==> src/rtl/uart_pkg.sv <==
package uart_pkg;

  typedef enum logic [1:0] {
    LV_HIGH = 2'd0,
    LV_LOW  = 2'd1,
    LV_DATA = 2'd2,
    LV_PAR  = 2'd3
  } lineSel_e;

  // Strobes from the control FSMs to the datapath and tick generator
  typedef struct packed {
    logic     txLoad;
    logic     txShift;
    lineSel_e txSel;
    logic     rxClear;
    logic     rxBit;
    logic     rxPar;
    logic     rxStop;
    logic     rxDone;
    logic     divCommit;
  } strobes_t;

  function automatic logic [3:0] clampBits(input logic [3:0] req, input logic [3:0] maxBits);
    if (req < 4'd5)         return 4'd5;
    else if (req > maxBits) return maxBits;
    else                    return req;
  endfunction

endpackage

==> src/rtl/uart_baud.sv <==
module uart_baud #(
  parameter int          DIV_W   = 16,
  parameter logic [15:0] DEF_DIV = 16'd1
) (
  input  logic             clk,
  input  logic             rstN,
  input  logic             load,
  input  logic [DIV_W-1:0] divIn,
  output logic             tick,
  output logic [DIV_W-1:0] divNow
);

  logic [DIV_W-1:0] divReg;
  logic [DIV_W-1:0] cnt;

  assign tick   = (cnt == divReg);
  assign divNow = divReg;

  always_ff @(posedge clk) begin
    if (!rstN) begin
      divReg <= DIV_W'(DEF_DIV);
      cnt    <= '0;
    end else if (load) begin
      divReg <= divIn;
      cnt    <= '0;
    end else if (tick) begin
      cnt <= '0;
    end else begin
      cnt <= cnt + 1'b1;
    end
  end

endmodule

==> src/rtl/uart_ctrl.sv <==
module uart_ctrl
  import uart_pkg::*;
#(
  parameter int DATA_W = 9,
  parameter int OVS    = 16
) (
  input  logic       clk,
  input  logic       rstN,
  input  logic       tick,
  input  logic       rxS,
  input  logic [3:0] bitsN,
  input  logic       parEn,
  input  logic       twoStop,
  input  logic       txValid,
  input  logic       divLoad,
  output logic       txReady,
  output strobes_t   stb
);

  localparam int CW = $clog2(OVS);
  localparam int BW = $clog2(DATA_W + 1);
  localparam logic [CW-1:0] LAST = CW'(OVS - 1);
  localparam logic [CW-1:0] MID  = CW'(OVS / 2 - 1);

  typedef enum logic [2:0] {S_IDLE, S_START, S_DATA, S_PAR, S_STOP} phase_e;

  phase_e          txPh, rxPh;
  logic [CW-1:0]   txCnt, rxCnt;
  logic [BW-1:0]   txIdx, rxIdx;
  logic            txSecond, rxSecond;
  logic            txEnd, rxEnd, rxMid;
  logic            lastBitTx, lastBitRx;

  assign txEnd     = tick && (txCnt == LAST);
  assign rxEnd     = tick && (rxCnt == LAST);
  assign rxMid     = tick && (rxCnt == MID);
  assign lastBitTx = (txIdx == BW'(bitsN - 4'd1));
  assign lastBitRx = (rxIdx == BW'(bitsN - 4'd1));

  // Transmit sequencer
  always_ff @(posedge clk) begin
    if (!rstN) begin
      txPh     <= S_IDLE;
      txCnt    <= '0;
      txIdx    <= '0;
      txSecond <= 1'b0;
    end else if (txPh == S_IDLE) begin
      if (txValid) begin
        txPh  <= S_START;
        txCnt <= '0;
      end
    end else if (tick) begin
      if (txCnt == LAST) begin
        txCnt <= '0;
        case (txPh)
          S_START: begin
            txPh  <= S_DATA;
            txIdx <= '0;
          end
          S_DATA: begin
            txIdx <= txIdx + 1'b1;
            if (lastBitTx) begin
              txPh     <= parEn ? S_PAR : S_STOP;
              txSecond <= 1'b0;
            end
          end
          S_PAR: begin
            txPh     <= S_STOP;
            txSecond <= 1'b0;
          end
          default: begin
            if (twoStop && !txSecond) txSecond <= 1'b1;
            else                      txPh     <= S_IDLE;
          end
        endcase
      end else begin
        txCnt <= txCnt + 1'b1;
      end
    end
  end

  // Receive sequencer
  always_ff @(posedge clk) begin
    if (!rstN) begin
      rxPh     <= S_IDLE;
      rxCnt    <= '0;
      rxIdx    <= '0;
      rxSecond <= 1'b0;
    end else begin
      case (rxPh)
        S_IDLE: begin
          if (tick && !rxS) begin
            rxPh  <= S_START;
            rxCnt <= '0;
          end
        end
        S_START: begin
          if (rxMid) begin
            rxCnt <= '0;
            rxIdx <= '0;
            rxPh  <= rxS ? S_IDLE : S_DATA;
          end else if (tick) begin
            rxCnt <= rxCnt + 1'b1;
          end
        end
        default: begin
          if (rxEnd) begin
            rxCnt <= '0;
            case (rxPh)
              S_DATA: begin
                rxIdx <= rxIdx + 1'b1;
                if (lastBitRx) begin
                  rxPh     <= parEn ? S_PAR : S_STOP;
                  rxSecond <= 1'b0;
                end
              end
              S_PAR: begin
                rxPh     <= S_STOP;
                rxSecond <= 1'b0;
              end
              default: begin
                if (twoStop && !rxSecond) rxSecond <= 1'b1;
                else                      rxPh     <= S_IDLE;
              end
            endcase
          end else if (tick) begin
            rxCnt <= rxCnt + 1'b1;
          end
        end
      endcase
    end
  end

  assign txReady = (txPh == S_IDLE);

  always_comb begin
    stb           = '0;
    stb.txLoad    = txReady && txValid;
    stb.txShift   = (txPh == S_DATA) && txEnd;
    case (txPh)
      S_START: stb.txSel = LV_LOW;
      S_DATA:  stb.txSel = LV_DATA;
      S_PAR:   stb.txSel = LV_PAR;
      default: stb.txSel = LV_HIGH;
    endcase
    stb.rxClear   = (rxPh == S_START) && rxMid && !rxS;
    stb.rxBit     = (rxPh == S_DATA) && rxEnd;
    stb.rxPar     = (rxPh == S_PAR) && rxEnd;
    stb.rxStop    = (rxPh == S_STOP) && rxEnd;
    stb.rxDone    = (rxPh == S_STOP) && rxEnd && !(twoStop && !rxSecond);
    stb.divCommit = divLoad && txReady && (rxPh == S_IDLE);
  end

endmodule

==> src/rtl/uart_dpath.sv <==
module uart_dpath
  import uart_pkg::*;
#(
  parameter int DATA_W = 9
) (
  input  logic              clk,
  input  logic              rstN,
  input  strobes_t          stb,
  input  logic              rxLine,
  input  logic [DATA_W-1:0] txData,
  input  logic [3:0]        bitsN,
  input  logic              parOdd,
  input  logic              rxRead,
  output logic              rxS,
  output logic              txLine,
  output logic [DATA_W-1:0] rxData,
  output logic              rxValid,
  output logic              errFrame,
  output logic              errParity,
  output logic              errOverrun
);

  logic [DATA_W-1:0] mask;
  logic [DATA_W-1:0] txSh;
  logic              txParBit;
  logic              rxMeta;
  logic [DATA_W-1:0] rxSh;
  logic              rxAcc, rxPerr, rxFrm;

  assign mask = {DATA_W{1'b1}} >> (DATA_W - int'(bitsN));

  // Input synchronizer
  always_ff @(posedge clk) begin
    if (!rstN) begin
      rxMeta <= 1'b1;
      rxS    <= 1'b1;
    end else begin
      rxMeta <= rxLine;
      rxS    <= rxMeta;
    end
  end

  // Transmit shifter and line register
  always_ff @(posedge clk) begin
    if (!rstN) begin
      txSh     <= '0;
      txParBit <= 1'b0;
      txLine   <= 1'b1;
    end else begin
      if (stb.txLoad) begin
        txSh     <= txData & mask;
        txParBit <= (^(txData & mask)) ^ parOdd;
      end else if (stb.txShift) begin
        txSh <= txSh >> 1;
      end
      case (stb.txSel)
        LV_LOW:  txLine <= 1'b0;
        LV_DATA: txLine <= txSh[0];
        LV_PAR:  txLine <= txParBit;
        default: txLine <= 1'b1;
      endcase
    end
  end

  // Receive shifter, checks and holding register
  always_ff @(posedge clk) begin
    if (!rstN) begin
      rxSh       <= '0;
      rxAcc      <= 1'b0;
      rxPerr     <= 1'b0;
      rxFrm      <= 1'b0;
      rxData     <= '0;
      rxValid    <= 1'b0;
      errFrame   <= 1'b0;
      errParity  <= 1'b0;
      errOverrun <= 1'b0;
    end else begin
      if (stb.rxClear) begin
        rxSh   <= '0;
        rxAcc  <= 1'b0;
        rxPerr <= 1'b0;
        rxFrm  <= 1'b0;
      end
      if (stb.rxBit) begin
        rxSh  <= {rxS, rxSh[DATA_W-1:1]};
        rxAcc <= rxAcc ^ rxS;
      end
      if (stb.rxPar) rxPerr <= (rxAcc ^ rxS) != parOdd;
      if (stb.rxStop && !rxS) rxFrm <= 1'b1;

      if (stb.rxDone) begin
        rxData     <= rxSh >> (DATA_W - int'(bitsN));
        errFrame   <= rxFrm | ~rxS;
        errParity  <= rxPerr;
        rxValid    <= 1'b1;
        errOverrun <= (rxValid && !rxRead) ? 1'b1 : (rxRead ? 1'b0 : errOverrun);
      end else if (rxRead) begin
        rxValid    <= 1'b0;
        errOverrun <= 1'b0;
      end
    end
  end

endmodule

==> src/rtl/uart_xcvr.sv <==
module uart_xcvr
  import uart_pkg::*;
#(
  parameter int          DATA_W  = 9,
  parameter int          DIV_W   = 16,
  parameter int          OVS     = 16,
  parameter logic [15:0] DEF_DIV = 16'd1
) (
  input  logic              clk,
  input  logic              rstN,
  input  logic [3:0]        cfgDataBits,
  input  logic              cfgParityEn,
  input  logic              cfgParityOdd,
  input  logic              cfgTwoStop,
  input  logic [DIV_W-1:0]  divisorIn,
  input  logic              divisorLoad,
  input  logic [DATA_W-1:0] txData,
  input  logic              txValid,
  output logic              txReady,
  output logic              txLine,
  input  logic              rxLine,
  output logic [DATA_W-1:0] rxData,
  output logic              rxValid,
  input  logic              rxRead,
  output logic              errFrame,
  output logic              errParity,
  output logic              errOverrun
);

  strobes_t         stb;
  logic             tick;
  logic             rxS;
  logic [3:0]       bitsN;
  logic [DIV_W-1:0] divNow;

  assign bitsN = clampBits(cfgDataBits, 4'(DATA_W));

  uart_baud #(.DIV_W(DIV_W), .DEF_DIV(DEF_DIV)) u_baud (
    .clk(clk), .rstN(rstN), .load(stb.divCommit), .divIn(divisorIn),
    .tick(tick), .divNow(divNow)
  );

  uart_ctrl #(.DATA_W(DATA_W), .OVS(OVS)) u_ctrl (
    .clk(clk), .rstN(rstN), .tick(tick), .rxS(rxS), .bitsN(bitsN),
    .parEn(cfgParityEn), .twoStop(cfgTwoStop), .txValid(txValid),
    .divLoad(divisorLoad), .txReady(txReady), .stb(stb)
  );

  uart_dpath #(.DATA_W(DATA_W)) u_dpath (
    .clk(clk), .rstN(rstN), .stb(stb), .rxLine(rxLine), .txData(txData),
    .bitsN(bitsN), .parOdd(cfgParityOdd), .rxRead(rxRead), .rxS(rxS),
    .txLine(txLine), .rxData(rxData), .rxValid(rxValid),
    .errFrame(errFrame), .errParity(errParity), .errOverrun(errOverrun)
  );

endmodule

==> config.mk <==
export PLATFORM = sky130hd
export DESIGN_NAME = uart_xcvr
export DESIGN_NICKNAME = d
export VERILOG_FILES = /design/src/rtl/uart_pkg.sv /design/src/rtl/uart_baud.sv /design/src/rtl/uart_ctrl.sv /design/src/rtl/uart_dpath.sv /design/src/rtl/uart_xcvr.sv
export SDC_FILE = /design/constraint.sdc
export NUM_CORES = 1
export LEC_CHECK = 0
export BUFFER_PORTS_ARGS = -buffer_cell sky130_fd_sc_hd__buf_2
export CORE_MARGIN = 2
export CORE_UTILIZATION = 35
export DETAILED_ROUTE_END_ITERATION = 10
export PLACE_DENSITY_LB_ADDON = 0.15
export SLEW_MARGIN = 20
export SYNTH_ARGS = -nofsm -noshare
export SYNTH_HDL_FRONTEND = slang
export SYNTH_SLANG_ARGS = --single-unit
==> constraint.sdc <==
create_clock -name clk -period 2.6 [get_ports clk]
set_input_delay 0.13 -clock clk [delete_from_list [all_inputs] [get_ports clk]]
set_output_delay 0.13 -clock clk [all_outputs]
set_load 0.01 [all_outputs]
==> flow_summary.toml <==
[floorplanning]
die_w_um = 123.4
floorplan.rows = 43
floorplan.core_area_um2 = 13880
die_area_um2 = 15220
floorplan.die.height_um = 123.4
initial_util_pct = 35.93
design.portCount = 53

[clocking]
tritoncts = "done"
max-clock-path-buffers = 2
cts_inserted_buffers = 9
postCtsResizedCells = 0
cts_setup_buffers = 0
clkSlewWorstSetupHoldPaths_ns = 0.07
cts_root_buffer = "sky130_fd_sc_hd__clkbuf_16"
cts.htree.levels = 3
clk-insertion-delay-late_ns = 0.35
clkSinkCount = 94

[drt]
pre_repair_dr_iteration_count = 4
met1_length_um = 5816
routed-wl-met3_um = 639
totalWireLength_um = 12700
highest_layer = "met4"
detail-route-antenna-nets = 0
route.met2.wl_um = 6084
via_count = 4523
route.detailed.drc = 0
dr.first_iter.drc_count = 225
post_drt_via_cell_ratio = 5.340
wirelength_per_cell_um = 15.00

[critical_path]
cp-end-kind = "flip-flop"
r2r.worst_path.cells = 7
cp.arrival_ns = 2.56
critical_path.max_fanout = 15
worstSetupStartpointType = "flip-flop"
timing.critical_path.required_ns = 2.84
worstSetupPathType = "reg -> reg"

[cells_and_area]
num_antenna_cells = 0
synthToLayoutAreaGrowth_pct = 16.51
post_route_cells_drive_above_1_share_pct = 14.84
num-nets-final = 707
fin_cells = 847
layout.cells.most_common = "sky130_fd_sc_hd__dfxtp_1"
final_cell_mix = "94 x sky130_fd_sc_hd__dfxtp_1, 73 x sky130_fd_sc_hd__nand2_1, 68 x sky130_fd_sc_hd__a21oi_1"
final.fill_count = 1417

[grt]
initial_antenna_violation_count = 0
grt_pass1_wl_um = 21500
vias_in_the_first_global_route = 4358
grt_start_max_net_pins = 48
globalRoute.totalOverflow = 0
grt_util_all_layers_pct = 17.97

[timing]
timing.final.hold_violations = 0
setup_violations = 0
max_clock_freq_ghz = 0.4308
finalMaxSlewViolations = 0
worst_slew_margin_rel_pct = 56.81
tightestPinTransition_ns = 0.6460
clock-skew-final_ns = 0.01103
timing.final.crit_share_pct = 89.29
grt_setup_unrepaired = "false"
minimum_clock_period_ns = 2.321
fin_setup_tns_ns = 0

[run_status]
outcome = "finished, final reports clean"

[worst_hold_path]
hold_path_depth = 3
hold_path_class = "in -> reg"

[synthesis]
synth_edf_count = 0
synth-seq-cells = 94
postSynth.topFlopCell = "sky130_fd_sc_hd__dfxtp_1"
postSynth.asyncResetShare_pct = 0
ys_warn_count = 0
syn_avg_cell_area_um2 = 8.149
syn-num-nets = 657
post-synth-top-area-cell = "sky130_fd_sc_hd__dfxtp_1"
synth.cell_area_um2 = 4987
synth.top_cell.area_share_pct = 37.73
post_synth_inst_count = 612
synth_cell_types = 61
synth-seq-area-share_pct = 37.73
synth.top_cells.by_area = "sky130_fd_sc_hd__dfxtp_1 38%, sky130_fd_sc_hd__a21oi_1 6.8%, sky130_fd_sc_hd__nand2_1 5.5%"

[place]
detailed_place_hpwl_um = 9294
place_congestion = 0.8355
post-place-cells = 829
buffer_ports.inserted = 52

[power]
totalPowerFinal_mw = 3.745
vdd_ir_drop_max_uv = 324.8
leakagePower_nw = 2.240
pwr-share-seq_pct = 42.1
swShare_pct = 29.65
power_density_over_cell_area_nw_per_um2 = 644.5
power.combinational.fraction_pct = 19.2
power_frac_clock_pct = 38.7
internal_power_mw = 2.634
p_sw_mw = 1.110

[run]
reported_max_cap_violation_count = 0
[per-layer routing]
metal  up-vias  GRT usage, %
met5         -             0
met4         0         7.173
met3        13         3.459
met2        92         29.46
met1      2115         23.19
li1       2303             -
[logic make-up after synthesis]
group	count (synthesis)	share of synthesized area, %
buffers and inverters	47	4.240
adder cells (fa/ha/maj)	7	1.756
XOR/XNOR	46	8.354
AND/OR/NAND/NOR	257	25.72
flip-flops	94	37.73
AO/OA/AOI/OAI	146	18.82
multiplexers	15	3.387
[cell usage after synthesis (3+ instances only)]
cell type	count
sky130_fd_sc_hd__dfxtp_1	94
sky130_fd_sc_hd__nand2_1	73
sky130_fd_sc_hd__a21oi_1	68
sky130_fd_sc_hd__nor2_1	51
sky130_fd_sc_hd__nand3_1	32
sky130_fd_sc_hd__xor2_1	30
sky130_fd_sc_hd__clkbuf_1	25
sky130_fd_sc_hd__nand4_1	21
sky130_fd_sc_hd__nor3_1	15
sky130_fd_sc_hd__xnor2_1	15
sky130_fd_sc_hd__o21ai_0	13
sky130_fd_sc_hd__mux2i_1	12
sky130_fd_sc_hd__a22oi_1	11
sky130_fd_sc_hd__and3_1	11
sky130_fd_sc_hd__nor2b_1	11
sky130_fd_sc_hd__or3_1	11
sky130_fd_sc_hd__o21a_1	10
sky130_fd_sc_hd__a211oi_1	9
sky130_fd_sc_hd__inv_1	9
sky130_fd_sc_hd__nand2b_1	8
sky130_fd_sc_hd__ha_1	7
sky130_fd_sc_hd__o31ai_1	7
sky130_fd_sc_hd__nor4_1	6
sky130_fd_sc_hd__buf_2	4
sky130_fd_sc_hd__a211o_1	3
sky130_fd_sc_hd__a21o_1	3
sky130_fd_sc_hd__and4_1	3
sky130_fd_sc_hd__buf_6	3
sky130_fd_sc_hd__inv_2	3
[timing repair]
item | CTS | global route
endpoints found under the hold margin | 2 | 0
endpoints found under the setup margin | 0 | 0
hold buffers | 2 | 0
[through the flow]
step / setup WS [ns] / hold slack [ns] / instance area, um^2 / util [%]
2_1_floorplan: 0.04140 / 0.2093 / 4989 / -
3_3_place_gp: 0.1972 / 0.3081 / 5469 / 39.40
3_5_place_dp: 0.1227 / 0.3167 / 5469 / 39.40
4_1_cts: 0.2692 / 0.002978 / 5811 / 41.86
5_1_grt: 0.1308 / 0.01146 / 5811 / 41.86
6_report: 0.2785 / 0.01226 / 5811 / 41.86
[registers in the layout, indices dropped and copies added (netlist names), 3 cells and up]
signal          count
u_baud.divNow      16
u_dpath.rxData      9
u_ctrl.rxPh         3
u_ctrl.rxIdx        4
u_baud.cnt         16
u_ctrl.rxCnt        4
u_dpath.txSh        9
u_ctrl.txIdx        4
u_ctrl.txPh         3
u_ctrl.txCnt        4
u_dpath.rxSh        9
[power by group through the flow]
stage          sequential [mW]  combinational [mW]  clock (mW)
2_1_floorplan             1.60               0.495           0
3_3_place_gp              1.61               0.712           0
3_5_place_dp              1.61               0.720           0
4_1_cts                   1.58               0.726        1.49
5_1_grt                   1.59               0.808        1.54
6_report                  1.58               0.718        1.45
[worst paths after layout]
kind | start | endpoint | slack, ns
min reg2reg | u_dpath.rxMeta$_SDFF_PN1_ | u_dpath.rxS$_SDFF_PN1_ | 0.41
max reg2reg | u_baud.cnt[3]$_SDFF_PP0_ | u_ctrl.txPh[2]$_SDFFE_PN0P_ | 0.28
min | divisorIn[3] | u_baud.divNow[3]$_SDFFE_PN0P_ | 0.01
max | u_baud.cnt[3]$_SDFF_PP0_ | u_ctrl.txPh[2]$_SDFFE_PN0P_ | 0.28
[final cells by class]
type,count,area (um^2),area share (%)
clock buffer,10,229.0,3.941
tap,180,225.2,3.876
multi-input combinational,471,2894,49.81
clock inverter,6,92.59,1.593
timing repair buffer,74,442.9,7.623
inverter,12,45.04,0.7752
sequential,94,1882,32.39
[worst max-delay path, cell delays in order, from the launching register on]
cell and delay [ns]:
sky130_fd_sc_hd__dfxtp_1 0.36, sky130_fd_sc_hd__xor2_1 0.16, sky130_fd_sc_hd__nor4_1 0.39, sky130_fd_sc_hd__and4_1 0.37, sky130_fd_sc_hd__buf_4 0.26, sky130_fd_sc_hd__a41oi_1 0.22, sky130_fd_sc_hd__and3_1 0.25, sky130_fd_sc_hd__a31o_2 0.20
Note: power is estimated with default switching activity, not from simulation.
